**config.mk**
```make
export PLATFORM = sky130hd
export DESIGN_NAME = peak_integ_loop
export DESIGN_NICKNAME = d
export VERILOG_FILES = /design/src/rtl/peak_integ_pkg.sv /design/src/rtl/cycle_peak_tracker.sv /design/src/rtl/integ_compensator.sv /design/src/rtl/peak_integ_loop.sv
export SDC_FILE = /design/constraint.sdc
export NUM_CORES = 1
export LEC_CHECK = 0
export BUFFER_PORTS_ARGS = -buffer_cell sky130_fd_sc_hd__buf_2
export CAP_MARGIN = 20
export CORE_ASPECT_RATIO = 1.4
export CORE_UTILIZATION = 35
export CTS_BUF_LIST = sky130_fd_sc_hd__clkbuf_2 sky130_fd_sc_hd__clkbuf_4 sky130_fd_sc_hd__clkbuf_8
export DETAILED_ROUTE_END_ITERATION = 7
export GPL_TIMING_DRIVEN = 0
export SLEW_MARGIN = 10
export SYNTH_ARGS = -nofsm -noshare
export SYNTH_HDL_FRONTEND = slang
export SYNTH_SLANG_ARGS = --single-unit
export TNS_END_PERCENT = 1
```
**constraint.sdc**
```tcl
create_clock -name clk -period 5.8 [get_ports clk]
set_input_delay 0.87 -clock clk [delete_from_list [all_inputs] [get_ports clk]]
set_output_delay 0.87 -clock clk [all_outputs]
set_load 0.1 [all_outputs]
```
**src/rtl/peak_integ_pkg.sv**
```systemverilog
package peak_integ_pkg;
  localparam int SMP_W  = 8;
  localparam int ERR_W  = 4;
  localparam int PH_W   = 9;
  localparam int FRAC_W = 2;

  // clamp a raw difference into a signed field of ew bits
  function automatic int clamp_err(int diff, int ew);
    int lo, hi;
    lo = -(1 << (ew - 1));
    hi = (1 << (ew - 1)) - 1;
    if (diff < lo) return lo;
    if (diff > hi) return hi;
    return diff;
  endfunction

  // integrate one step, saturating to an unsigned field of aw bits
  function automatic int integ_step(int acc, int err, int aw);
    int s, top;
    s   = acc + err;
    top = (1 << aw) - 1;
    if (s < 0)   return 0;
    if (s > top) return top;
    return s;
  endfunction
endpackage

```
**src/rtl/cycle_peak_tracker.sv**
```systemverilog
module cycle_peak_tracker
  import peak_integ_pkg::*;
#(
  parameter int W = SMP_W
) (
  input  logic         clk,
  input  logic         rst_n,
  input  logic         smp_valid,
  input  logic [W-1:0] smp_data,
  input  logic         cyc_strobe,
  output logic [W-1:0] peak_q,
  output logic         latch_evt
);
  logic [W-1:0] run_max;
  logic         bigger;

  assign bigger = smp_valid && (smp_data > run_max);

  always_ff @(posedge clk) begin
    if (!rst_n) begin
      run_max   <= '0;
      peak_q    <= '0;
      latch_evt <= 1'b0;
    end else begin
      latch_evt <= cyc_strobe;
      if (cyc_strobe) begin
        peak_q  <= run_max;
        run_max <= smp_valid ? smp_data : '0;
      end else if (bigger) begin
        run_max <= smp_data;
      end
    end
  end

  // a strobe without a sample restarts the search from zero
  a_r3_restart_zero: assert property (@(posedge clk) disable iff (!rst_n)
    cyc_strobe && !smp_valid |=> run_max == '0);
  // the running maximum never decreases inside a cycle
  a_r2_monotone: assert property (@(posedge clk) disable iff (!rst_n)
    !cyc_strobe |=> run_max >= $past(run_max));
  // the strobe publishes the running maximum
  a_r4_publish: assert property (@(posedge clk) disable iff (!rst_n)
    cyc_strobe |=> peak_q == $past(run_max));
endmodule

```
**src/rtl/integ_compensator.sv**
```systemverilog
module integ_compensator
  import peak_integ_pkg::*;
#(
  parameter int SW = SMP_W,
  parameter int EW = ERR_W,
  parameter int PW = PH_W,
  parameter int FW = FRAC_W
) (
  input  logic          clk,
  input  logic          rst_n,
  input  logic          latch_evt,
  input  logic [SW-1:0] peak_in,
  input  logic [SW-1:0] ref_level,
  input  logic          track_en,
  input  logic [PW-1:0] track_phase,
  output logic [PW-1:0] phase_cmd,
  output logic          upd_evt
);
  localparam int AW = PW + FW;

  logic [AW-1:0]        acc;
  logic [AW-1:0]        acc_nxt;
  logic signed [EW-1:0] err_q;
  int                   diff_i;

  assign diff_i  = int'(ref_level) - int'(peak_in);
  assign err_q   = EW'(clamp_err(diff_i, EW));
  assign acc_nxt = AW'(integ_step(int'(acc), int'(err_q), AW));

  always_ff @(posedge clk) begin
    if (!rst_n) begin
      acc     <= '0;
      upd_evt <= 1'b0;
    end else begin
      upd_evt <= latch_evt;
      if (track_en)       acc <= {track_phase, {FW{1'b0}}};
      else if (latch_evt) acc <= acc_nxt;
    end
  end

  assign phase_cmd = acc[AW-1:FW];

  // tracking loads the accumulator
  a_r8_track_follow: assert property (@(posedge clk) disable iff (!rst_n)
    track_en |=> acc == {$past(track_phase), {FW{1'b0}}});
  // no change outside updates and tracking
  a_r9_hold: assert property (@(posedge clk) disable iff (!rst_n)
    !track_en && !latch_evt |=> $stable(acc));
  // one update moves the state by at most the clamped error
  a_r7_step_bound: assert property (@(posedge clk) disable iff (!rst_n)
    latch_evt && !track_en |=>
      (int'(acc) - int'($past(acc)) <= (1 << (EW - 1)) - 1) &&
      (int'(acc) - int'($past(acc)) >= -(1 << (EW - 1))));
endmodule

```
**src/rtl/peak_integ_loop.sv**
```systemverilog
module peak_integ_loop
  import peak_integ_pkg::*;
#(
  parameter int SW = SMP_W,
  parameter int EW = ERR_W,
  parameter int PW = PH_W,
  parameter int FW = FRAC_W
) (
  input  logic          clk,
  input  logic          rst_n,
  input  logic          smp_valid,
  input  logic [SW-1:0] smp_data,
  input  logic          cyc_strobe,
  input  logic [SW-1:0] ref_level,
  input  logic          track_en,
  input  logic [PW-1:0] track_phase,
  output logic [SW-1:0] peak_out,
  output logic [PW-1:0] phase_cmd,
  output logic          cmd_update
);
  logic latch_evt;

  cycle_peak_tracker #(.W(SW)) u_peak (
    .clk        (clk),
    .rst_n      (rst_n),
    .smp_valid  (smp_valid),
    .smp_data   (smp_data),
    .cyc_strobe (cyc_strobe),
    .peak_q     (peak_out),
    .latch_evt  (latch_evt)
  );

  integ_compensator #(.SW(SW), .EW(EW), .PW(PW), .FW(FW)) u_comp (
    .clk         (clk),
    .rst_n       (rst_n),
    .latch_evt   (latch_evt),
    .peak_in     (peak_out),
    .ref_level   (ref_level),
    .track_en    (track_en),
    .track_phase (track_phase),
    .phase_cmd   (phase_cmd),
    .upd_evt     (cmd_update)
  );

  // command update follows the strobe by two edges
  a_r4_update_timing: assert property (@(posedge clk) disable iff (!rst_n)
    cyc_strobe |=> ##1 cmd_update);
  // the update pulse is never longer than one clock for an isolated strobe
  a_r4_single_pulse: assert property (@(posedge clk) disable iff (!rst_n)
    cmd_update && !latch_evt |=> !cmd_update);
endmodule

```
# == After elaboration in Yosys (flattened, before gate mapping) ==
# Cells that the tools add are included.
# totals
reg_bits,29
inputBits,30
# classes
addsub,2
magnitude_cmp,5
mux,18
bitwise_logic,1
n_reduce_logical,4
# ops
operator,count
two-way mux 11 bit,5
two-way mux 8 bit,3
two-way mux 4 bit,4
adder 12 x 4 -> 13 bit,1
"greater-than comparator 13 x 12 -> 1 bit, second input constant",1
"< comparator 13 x 1 -> 1 bit, second input constant",1
"greater-than comparator 9 x 4 -> 1 bit, second input constant",1
"< comparator 9 x 4 -> 1 bit, second input constant",1
subtractor 8 x 8 -> 9 bit,1
greater-than comparator 8 bit,1
two-way mux 1 bit,6
nonzero test 2 bit,2
OR reduction 2 bit,1
logical AND 1 bit,1
inverter 1 bit,1

# == Logic depth before layout (Yosys ltp) ==
# Gate-level depths: netlist of run 1.
# logic_depth
depth_word,14
depth_mapped,21

# == By module ==
# A second synthesis of run 1 with hierarchy kept.
# unflattened
cells_unflattened,303
hier_area_um2,2558.7
# by_module_without_submodules
mod,instances,cells_per_inst,area_each_um2,seq_area_each_um2
integ_compensator,1,213,1677.9,240.2
cycle_peak_tracker,1,90,880.8,340.3

# == Worst setup path before layout of run 1 ==
# No wires, ideal clock.
# synth_path
path_kind,flip-flop to flip-flop
start,reg u_peak.peak_q[1]
end,reg u_comp.acc[10]
t_arrival_ns,4.460
setup_slack_ns,1.199
path_stages_with_launch,20
n_path_buf,0
period_less_slack_ns,4.601
path_cell_list,dfxtp_1 > inv_1 > ha_1 > nor2b_1 > or2_2 > a2111o_1 > o21ai_0 > a22oi_1 > o31ai_2 > o21ai_0 > ha_1 > inv_1 > fa_1 > nand2b_1 > a21oi_1 > o21ai_2 > a21oi_2 > nor2_1 > mux2i_4 > a41oi_1
# synth_between
elab_chain_len,14
elab_cells_between_ends,21
cone_classes,add/sub (2); order compare (4); mux (15)
# synth_rtl
item,line,rtl
from (decl),cycle_peak_tracker.sv:11,"output logic [W-1:0] peak_q,"
from (signal assigned),cycle_peak_tracker.sv:27,peak_q <= run_max;
subtractor 8 x 8 -> 9 bit *,integ_compensator.sv:26,assign diff_i = int'(ref_level) - int'(peak_in);
greater-than comparator 9 x 4 -> 1 bit or < comparator 9 x 4 -> 1 bit (tied branches),"peak_integ_pkg.sv:13, peak_integ_pkg.sv:12",
two-way mux 1 bit or two-way mux 4 bit (tied branches),"peak_integ_pkg.sv:13, peak_integ_pkg.sv:12",
two-way mux 1 bit or two-way mux 4 bit (tied branches),peak_integ_pkg.sv:13,if (diff > hi) return hi;
two-way mux 4 bit,peak_integ_pkg.sv:14,return diff;
two-way mux 4 bit *,peak_integ_pkg.sv:13,
adder 12 x 4 -> 13 bit *,peak_integ_pkg.sv:20,s = acc + err;
greater-than comparator 13 x 12 -> 1 bit,peak_integ_pkg.sv:23,if (s > top) return top;
two-way mux 1 bit (2 in series),peak_integ_pkg.sv:23,
two-way mux 11 bit,peak_integ_pkg.sv:24,return s;
two-way mux 11 bit *,peak_integ_pkg.sv:23,
two-way mux 11 bit *,integ_compensator.sv:37,else if (latch_evt) acc <= acc_nxt;
two-way mux 11 bit *,integ_compensator.sv:36,"if (track_en) acc <= {track_phase, {FW{1'b0}}};"
to (signal assigned),integ_compensator.sv:36,
to (signal assigned),integ_compensator.sv:37,
to (decl),integ_compensator.sv:21,logic [AW-1:0] acc;
# Mark *: on every way between the ends. The rest lies on a longest branch, timed or not. The select of a mux whose other input is x is not followed.
# A chain may end at the register's enable or synchronous reset.

# == Final worst setup path of run 1 ==
# layout_path
start,in ref_level[0]
end,reg u_comp.acc[10]
# layout_between
elab_chain_len,14
elab_cells_between_ends,21
cone_classes,add/sub (2); order compare (4); mux (15)
# layout_rtl
item,line,rtl
from (decl),peak_integ_loop.sv:14,"input logic [SW-1:0] ref_level,"
subtractor 8 x 8 -> 9 bit *,integ_compensator.sv:26,
greater-than comparator 9 x 4 -> 1 bit or < comparator 9 x 4 -> 1 bit (tied branches),"peak_integ_pkg.sv:13, peak_integ_pkg.sv:12",
two-way mux 1 bit or two-way mux 4 bit (tied branches),"peak_integ_pkg.sv:13, peak_integ_pkg.sv:12",
two-way mux 1 bit or two-way mux 4 bit (tied branches),peak_integ_pkg.sv:13,
two-way mux 4 bit,peak_integ_pkg.sv:14,
two-way mux 4 bit *,peak_integ_pkg.sv:13,
adder 12 x 4 -> 13 bit *,peak_integ_pkg.sv:20,
greater-than comparator 13 x 12 -> 1 bit,peak_integ_pkg.sv:23,
two-way mux 1 bit (2 in series),peak_integ_pkg.sv:23,
two-way mux 11 bit,peak_integ_pkg.sv:24,
two-way mux 11 bit *,peak_integ_pkg.sv:23,
two-way mux 11 bit *,integ_compensator.sv:37,
two-way mux 11 bit *,integ_compensator.sv:36,
# Marked as above.

==> results of run 1 <==
-- area by class of cell --
cell class | instances | area share, %
multi-input cells | 242 | 58.1
flip-flops and latches | 29 | 19.3
repair buffers | 45 | 7.47
well taps | 95 | 3.94
plain buffers | 20 | 3.78
inverters | 27 | 3.44
clock buffers | 7 | 2.99
clock inverters | 1 | 0.996
-- tightest hold or removal path: cells and delay by family, from the launching register on --
family             cells  cell delay (ns)
AOI/OAI and AO/OA      1             0.06
DFF                    1             0.32
and+or+nand+nor        1             0.06
-- cells in the final DEF (no fill, tap or decap), drive strengths merged, types with 2 or more instances in the layout --
cell type | Yosys | routed
buf | 12 | 57
ha | 30 | 30
dfxtp | 29 | 29
inv | 27 | 27
a21oi | 24 | 24
nand2 | 23 | 23
o21ai | 23 | 23
nor2 | 19 | 19
clkbuf | 8 | 15
nor2b | 14 | 14
mux2i | 14 | 14
nand2b | 13 | 13
nand3 | 11 | 11
o31ai | 11 | 11
xnor2 | 9 | 9
a21o | 6 | 6
xor2 | 4 | 4
o21a | 4 | 4
a211oi | 3 | 3
and2 | 3 | 3
o2111ai | 2 | 2
or2 | 2 | 2
nor3 | 2 | 2
a31oi | 2 | 2
o41ai | 2 | 2
a41oi | 2 | 2
fa | 2 | 2
and2b | 2 | 2
nor4 | 2 | 2
-- where the power goes --
group	switching, mW	internal, mW
clock	0.0830	0.145
combinational	0.178	0.104
sequential	0.0113	0.212
total	0.272	0.461
-- path summary, 6_finish.rpt --
kind / from / endpoint / cells past startpoint
worst min-delay path: u_peak.run_max[5]$_SDFFE_PN0P_ / u_peak.run_max[5]$_SDFFE_PN0P_ / 2
worst max register to register: u_peak.peak_q[1]$_SDFFE_PN0P_ / u_comp.acc[10]$_SDFFE_PN0P_ / 19
worst max-delay path: ref_level[0] / u_comp.acc[10]$_SDFFE_PN0P_ / 21
worst min register to register: u_peak.run_max[5]$_SDFFE_PN0P_ / u_peak.run_max[5]$_SDFFE_PN0P_ / 2
-- cell usage after synthesis, drive strengths merged --
cell type,n,area (sq um)
ha,30,375
dfxtp,29,581
inv,27,104
a21oi,24,124
nand2,23,86.3
o21ai,23,119
nor2,19,71.3
mux2i,14,153
nor2b,14,87.6
nand2b,13,81.3
buf,12,82.6
nand3,11,55.1
o31ai,11,87.6
xnor2,9,78.8
clkbuf,8,31.3
a21o,6,45.0
o21a,4,30.0
xor2,4,35.0
a211oi,3,22.5
and2,3,18.8
a31oi,2,12.5
a41oi,2,17.5
and2b,2,17.5
fa,2,40.0
nor3,2,10.0
nor4,2,27.5
o2111ai,2,17.5
o41ai,2,17.5
or2,2,12.5
a2111o,1,11.3
a2111oi,1,8.76
a22oi,1,7.51
and3,1,6.26
nand3b,1,7.51
nand4b,1,8.76
o2111a,1,11.3
o211ai,1,7.51
o21ba,1,10.0
o21bai,1,7.51
o311ai,1,8.76
o31a,1,8.76
or3,1,6.26
-- per-stage QoR --
step | total power [mW] | utilization [%] | hold WS (ns) | setup WS, ns
after CTS | 0.740 | 42.9 | 0.496 | 1.08
after global placement | 0.507 | 41.2 | 0.469 | 0.764
after global routing | 0.777 | 42.9 | 0.503 | 0.726
final | 0.733 | 42.9 | 0.492 | 1.10
after detailed placement | 0.511 | 41.2 | 0.486 | 0.807
after floorplan | 0.456 | - | 0.448 | 1.20
-- sequential cells by signal, summed over array words and instances (netlist names) --
| signal | count |
|---|---|
| u_peak.run_max | 8 |
| u_comp.acc | 11 |
| u_peak.peak_q | 8 |
| u_peak.latch_evt | 1 |
| u_comp.upd_evt | 1 |
-- kinds of logic (layout without fill, tap and decap cells) --
family | Yosys count | count (layout) | share of synthesized area, %
adders and majority gates | 32 | 32 | 16.3
and+or+nand+nor | 95 | 95 | 19.5
DFF | 29 | 29 | 22.8
AOI/OAI and AO/OA | 88 | 88 | 22.5
muxes | 14 | 14 | 5.98
xor gates and xnor gates | 13 | 13 | 4.46
buffers and inverters | 47 | 100 | 8.53
-- per-layer routing --
| layer | routed length (um) | global-route usage [%] | vias up |
|---|---|---|---|
| met1 | 2520 | 17.2 | 1031 |
| met2 | 3010 | 31.3 | 50 |
| met5 | 0 | 0 | - |
| met3 | 203 | 2.93 | 7 |
| met4 | 66 | 5.77 | 0 |
| li1 | - | - | 1210 |
==> impl_metrics.ini, run 1 <==
[run_status]
status = complete, no violations

[drt]
drtIter0Drc = 80
drcViolationCount = 0
routed_via_density = 4.93
dr.pass1.iters = 4
num_vias = 2298
routedWlPerCell_um = 12.5
drt-total-wl_mm = 5.80
drtAntennaViolNets = 0

[clock_tree]
cts_setup_buffers = 0
worstSkewPairLatency_ns = 0.29
htreeDepth = 2
clock-root-buffer = clkbuf_8
clock_path_buffers = 2
cts.clk_slew.worst_paths_ns = 0.06
clock-sinks = 29
cts_buffers = 5
tritoncts = done
cts_resized = 0
cts_hold_buffers = 0

[power_and_ir_drop]
peakVddDrop_mv = 0.139
power.density_mw_per_mm2 = 243
p_leak_nw = 1.39

[global_routing]
grt_overflow = 0
track_usage_pct = 16.3
grt_pass1_vias = 2221
antenna_found_initial = 0
grt_max_degree = 15
grt_pass1_wl_mm = 9.55

[setup_path]
reg2reg_slack_ns = 1.34
end_kind = flip-flop
crit_slowest_cell = fa_1
crit_path_cell_trace = buf_2, inv_1, ha_1, fa_1, and2b_1, o21a_1, nor2_1, nor2b_1, nor4_1, a31oi_1, o21ai_0, ha_1, inv_1, fa_1, nand2b_1, a21oi_1, o21ai_2, a21oi_2, nor2_1, mux2i_4, a41oi_1
critical_path_required_ns = 5.94
cp_max_fo = 9
worstSetupPathType = input pin to flip-flop
slowest_delay_ns = 0.39
cp-start-kind = input pin
crit_family = compound AO/OA/AOI/OAI gates
cp_num_buf_inv = 3
cp.arrival_ns = 4.85

[floorplanning]
rows = 36
dieArea_sq_mm = 0.00764
die_w_um = 74.2
coreArea_sq_mm = 0.00703
pin_count = 48
start_util_pct = 36.3
fp.dieH_um = 103

[sta]
skew_ns = 0.00506
finalSetupViolations = 0
final.period_utilization_pct = 81.1
hold_violations = 0
final.setup.tns_ns = 0
fmax_ghz = 0.213
post-route-min-period_ns = 4.70
final-max-slew-violation-count = 0
slew_headroom_pct = 56.3
worst_pin_slew_ns = 0.655
rsz0062_at_grt = no

[finish]
finalInstanceArea_sq_mm = 0.00302
layout-drive-gt1-share_pct = 20.5
multi_input_area_sq_mm = 0.00175
fillers = 762
antenna_cells = 0
seq_area_sq_um = 581
nets = 432
synthToLayoutAreaGrowth_pct = 18.2
finalNonFillerCells = 466

[place]
postPlaceCellArea_sq_mm = 0.00290
hpwl_mm = 4.61
globalplace.congestion = 0.828
portBuffers = 45
placed_cells = 458

[yosys]
synth_cell_types = 52
syn_area_sq_mm = 0.00255
yosysSeqAreaShare_pct = 22.8
postSynthCellCount = 318
synth_nets = 380
ys_ff_latch = 29
syn_avg_cell_area_sq_um = 8.02
ys_warn_count = 0

[flow_run]
max_cap_violations = 0

[worst_hold_path]
hp-class = flip-flop to flip-flop
No activity file was read; power rests on OpenSTA's default activity.
==> inputs of run 2 (changes only) <==
==> constraint.sdc (replaced) <==
create_clock -name clk -period 4.1 [get_ports clk]
set_input_delay 0.615 -clock clk [delete_from_list [all_inputs] [get_ports clk]]
set_output_delay 0.615 -clock clk [all_outputs]
set_load 0.1 [all_outputs]
==> run 2 against run 1 <==
The flow now finishes with violations (setup timing). Clock-buffer cell count decreased by 2. Global-route usage grew 1.4 points. Clock power grew 59%. Register-to-register slack got worse by 1.3 ns. Total power rose by 58%. Worst hold slack improved by 0.00075 ns. Combinational power rose by 69%. Setup slack worse by 1.1 ns. Non-clock buffer count up 15.
==> impl_metrics.ini, run 2 (synthesis results as in run 1) <==
[floorplanning]
start_util_pct = 36.3
pin_count = 48
rows = 36
dieArea_sq_mm = 0.00764
fp.dieH_um = 103
die_w_um = 74.2
coreArea_sq_mm = 0.00703

[run_status]
status = complete, but fails checks
violations = setup timing

[setup_path]
crit_path_cell_trace = buf_2, ha_1, nor2b_1, or2_4, a21oi_4, xor2_1, nor4_4, a31oi_2, o21ai_1, ha_2, inv_2, fa_2, nand2b_4, a21oi_4, o21ai_4, a21oi_4, o2111a_2, clkbuf_16, o31ai_4, a21oi_1
end_kind = flip-flop
cp-start-kind = input pin
worstSetupPathType = input pin to flip-flop
crit_top_cell = a21oi_4
critical_path_required_ns = 4.32
cp_max_fo = 4
slowest_delay_ns = 0.38
cp.arrival_ns = 4.32
crit_slowest_cell = fa_2

[finish]
largestRegisters = u_comp.acc (11), u_peak.peak_q (8), u_peak.run_max (8)
final_common_cell = buf_2
regMostFlops = u_comp.acc
layout-drive-gt1-share_pct = 34.5
most-common-layout-cells = 46 x buf_2, 27 x ha_1, 24 x inv_1
multi_input_area_sq_mm = 0.00203
synthToLayoutAreaGrowth_pct = 37.0
finalInstanceArea_sq_mm = 0.00350
fillers = 713
seq_area_sq_um = 594
largest_reg_flops = 11
antenna_cells = 0
fin_util_pct = 49.8
finalNonFillerCells = 481
nets = 447

[place]
placed_cells = 458
globalplace.congestion = 0.846
hpwl_mm = 4.76
portBuffers = 45
postPlaceCellArea_sq_mm = 0.00293

[sta]
post-route-min-period_ns = 4.10
hold_violations = 0
rsz0062_at_grt = yes
final-max-slew-violation-count = 0
finalSetupViolations = 1
slew_headroom_pct = 34.3
fmax_ghz = 0.244
fin_ws_ns = -0.00334
worst_pin_slew_ns = 0.985
whs_ns = 0.493
skew_ns = 0.00831
final.period_utilization_pct = 100

[global_routing]
antenna_found_initial = 0
grt_max_degree = 15
grt_overflow = 0
grt_pass1_wl_mm = 10.4
track_usage_pct = 17.6
grt_pass1_vias = 2407

[drt]
drtAntennaViolNets = 0
drtIter0Drc = 79
drcViolationCount = 0
dr.pass1.iters = 4
routed_via_density = 5.14
drt-total-wl_mm = 6.74
num_vias = 2472
routedWlPerCell_um = 14.0

[clock_tree]
cts_buffers = 5
worstSkewPairLatency_ns = 0.29
htreeDepth = 2
clock-sinks = 29
clock-root-buffer = clkbuf_8
clock_path_buffers = 2
tritoncts = done
cts_hold_buffers = 0
cts.clk_slew.worst_paths_ns = 0.07

[power_and_ir_drop]
power.density_mw_per_mm2 = 330
peakVddDrop_mv = 0.241
p_leak_nw = 1.51

[worst_hold_path]
hp-class = flip-flop to flip-flop

[flow_run]
max_cap_violations = 0
## run 2: repair_timing
action | in CTS | in global routing
cloned | 0 | 1
resized for setup | 9 | 51
setup buffers | 4 | 10
endpoints found under the setup margin | 11 | 11
endpoints found under the hold margin | 0 | 0
pin swaps | 8 | 31
## run 2: stage by stage
stage               setup slack, ns  TNS [ns]  total power [mW]
floorplan                    0.0527         0             0.649
global placement             -0.454     -4.18             0.720
detailed placement           -0.470     -4.45             0.726
CTS                         0.00754         0              1.10
global route                 -0.206     -1.80              1.22
finish                     -0.00334  -0.00334              1.15
## run 2: cell type report
cell class	instances	area share [%]
clock inverter	3	1.86
sequential	29	17.0
multi-input combinational	242	58.0
clock buffer	5	1.97
buffer	20	3.69
timing repair buffer	60	11.0
tap	95	3.40
inverter	27	3.04
## run 2: where the power goes
part           internal (mW)  total [mW]  switching, mW
logic                  0.185       0.476          0.291
registers              0.300       0.316         0.0166
clock network          0.241       0.363          0.121
## run 2: critical path: cells and delay by family
family	cells	cell delay (ns)
AOI/OAI and AO/OA	9	1.51
buffers and inverters	3	0.33
xor gates and xnor gates	1	0.12
adders and majority gates	3	0.88
and+or+nand+nor	4	0.87
## run 2: path summary, 6_finish.rpt
path                                                      from                              to  cells past startpoint  slack, ns
worst max-delay path                              ref_level[1]      u_comp.acc[8]$_SDFFE_PN0P_                     20     -0.003
worst max register to register   u_peak.peak_q[1]$_SDFFE_PN0P_      u_comp.acc[8]$_SDFFE_PN0P_                     20       0.04
worst min-delay path            u_peak.run_max[7]$_SDFFE_PN0P_  u_peak.run_max[7]$_SDFFE_PN0P_                      2       0.49
worst min register to register  u_peak.run_max[7]$_SDFFE_PN0P_  u_peak.run_max[7]$_SDFFE_PN0P_                      2       0.49
## run 2: metal layers
layer / up-vias / GRT usage (%) / routed length [um] / part of all wire [%]
li1: 1257 / - / - / -
met2: 47 / 35.1 / 3780 / 56
met1: 1159 / 18.2 / 2660 / 39
met3: 9 / 3.32 / 210 / 3.1
met5: - / 0 / 0 / 0
met4: 0 / 4.88 / 90 / 1.3
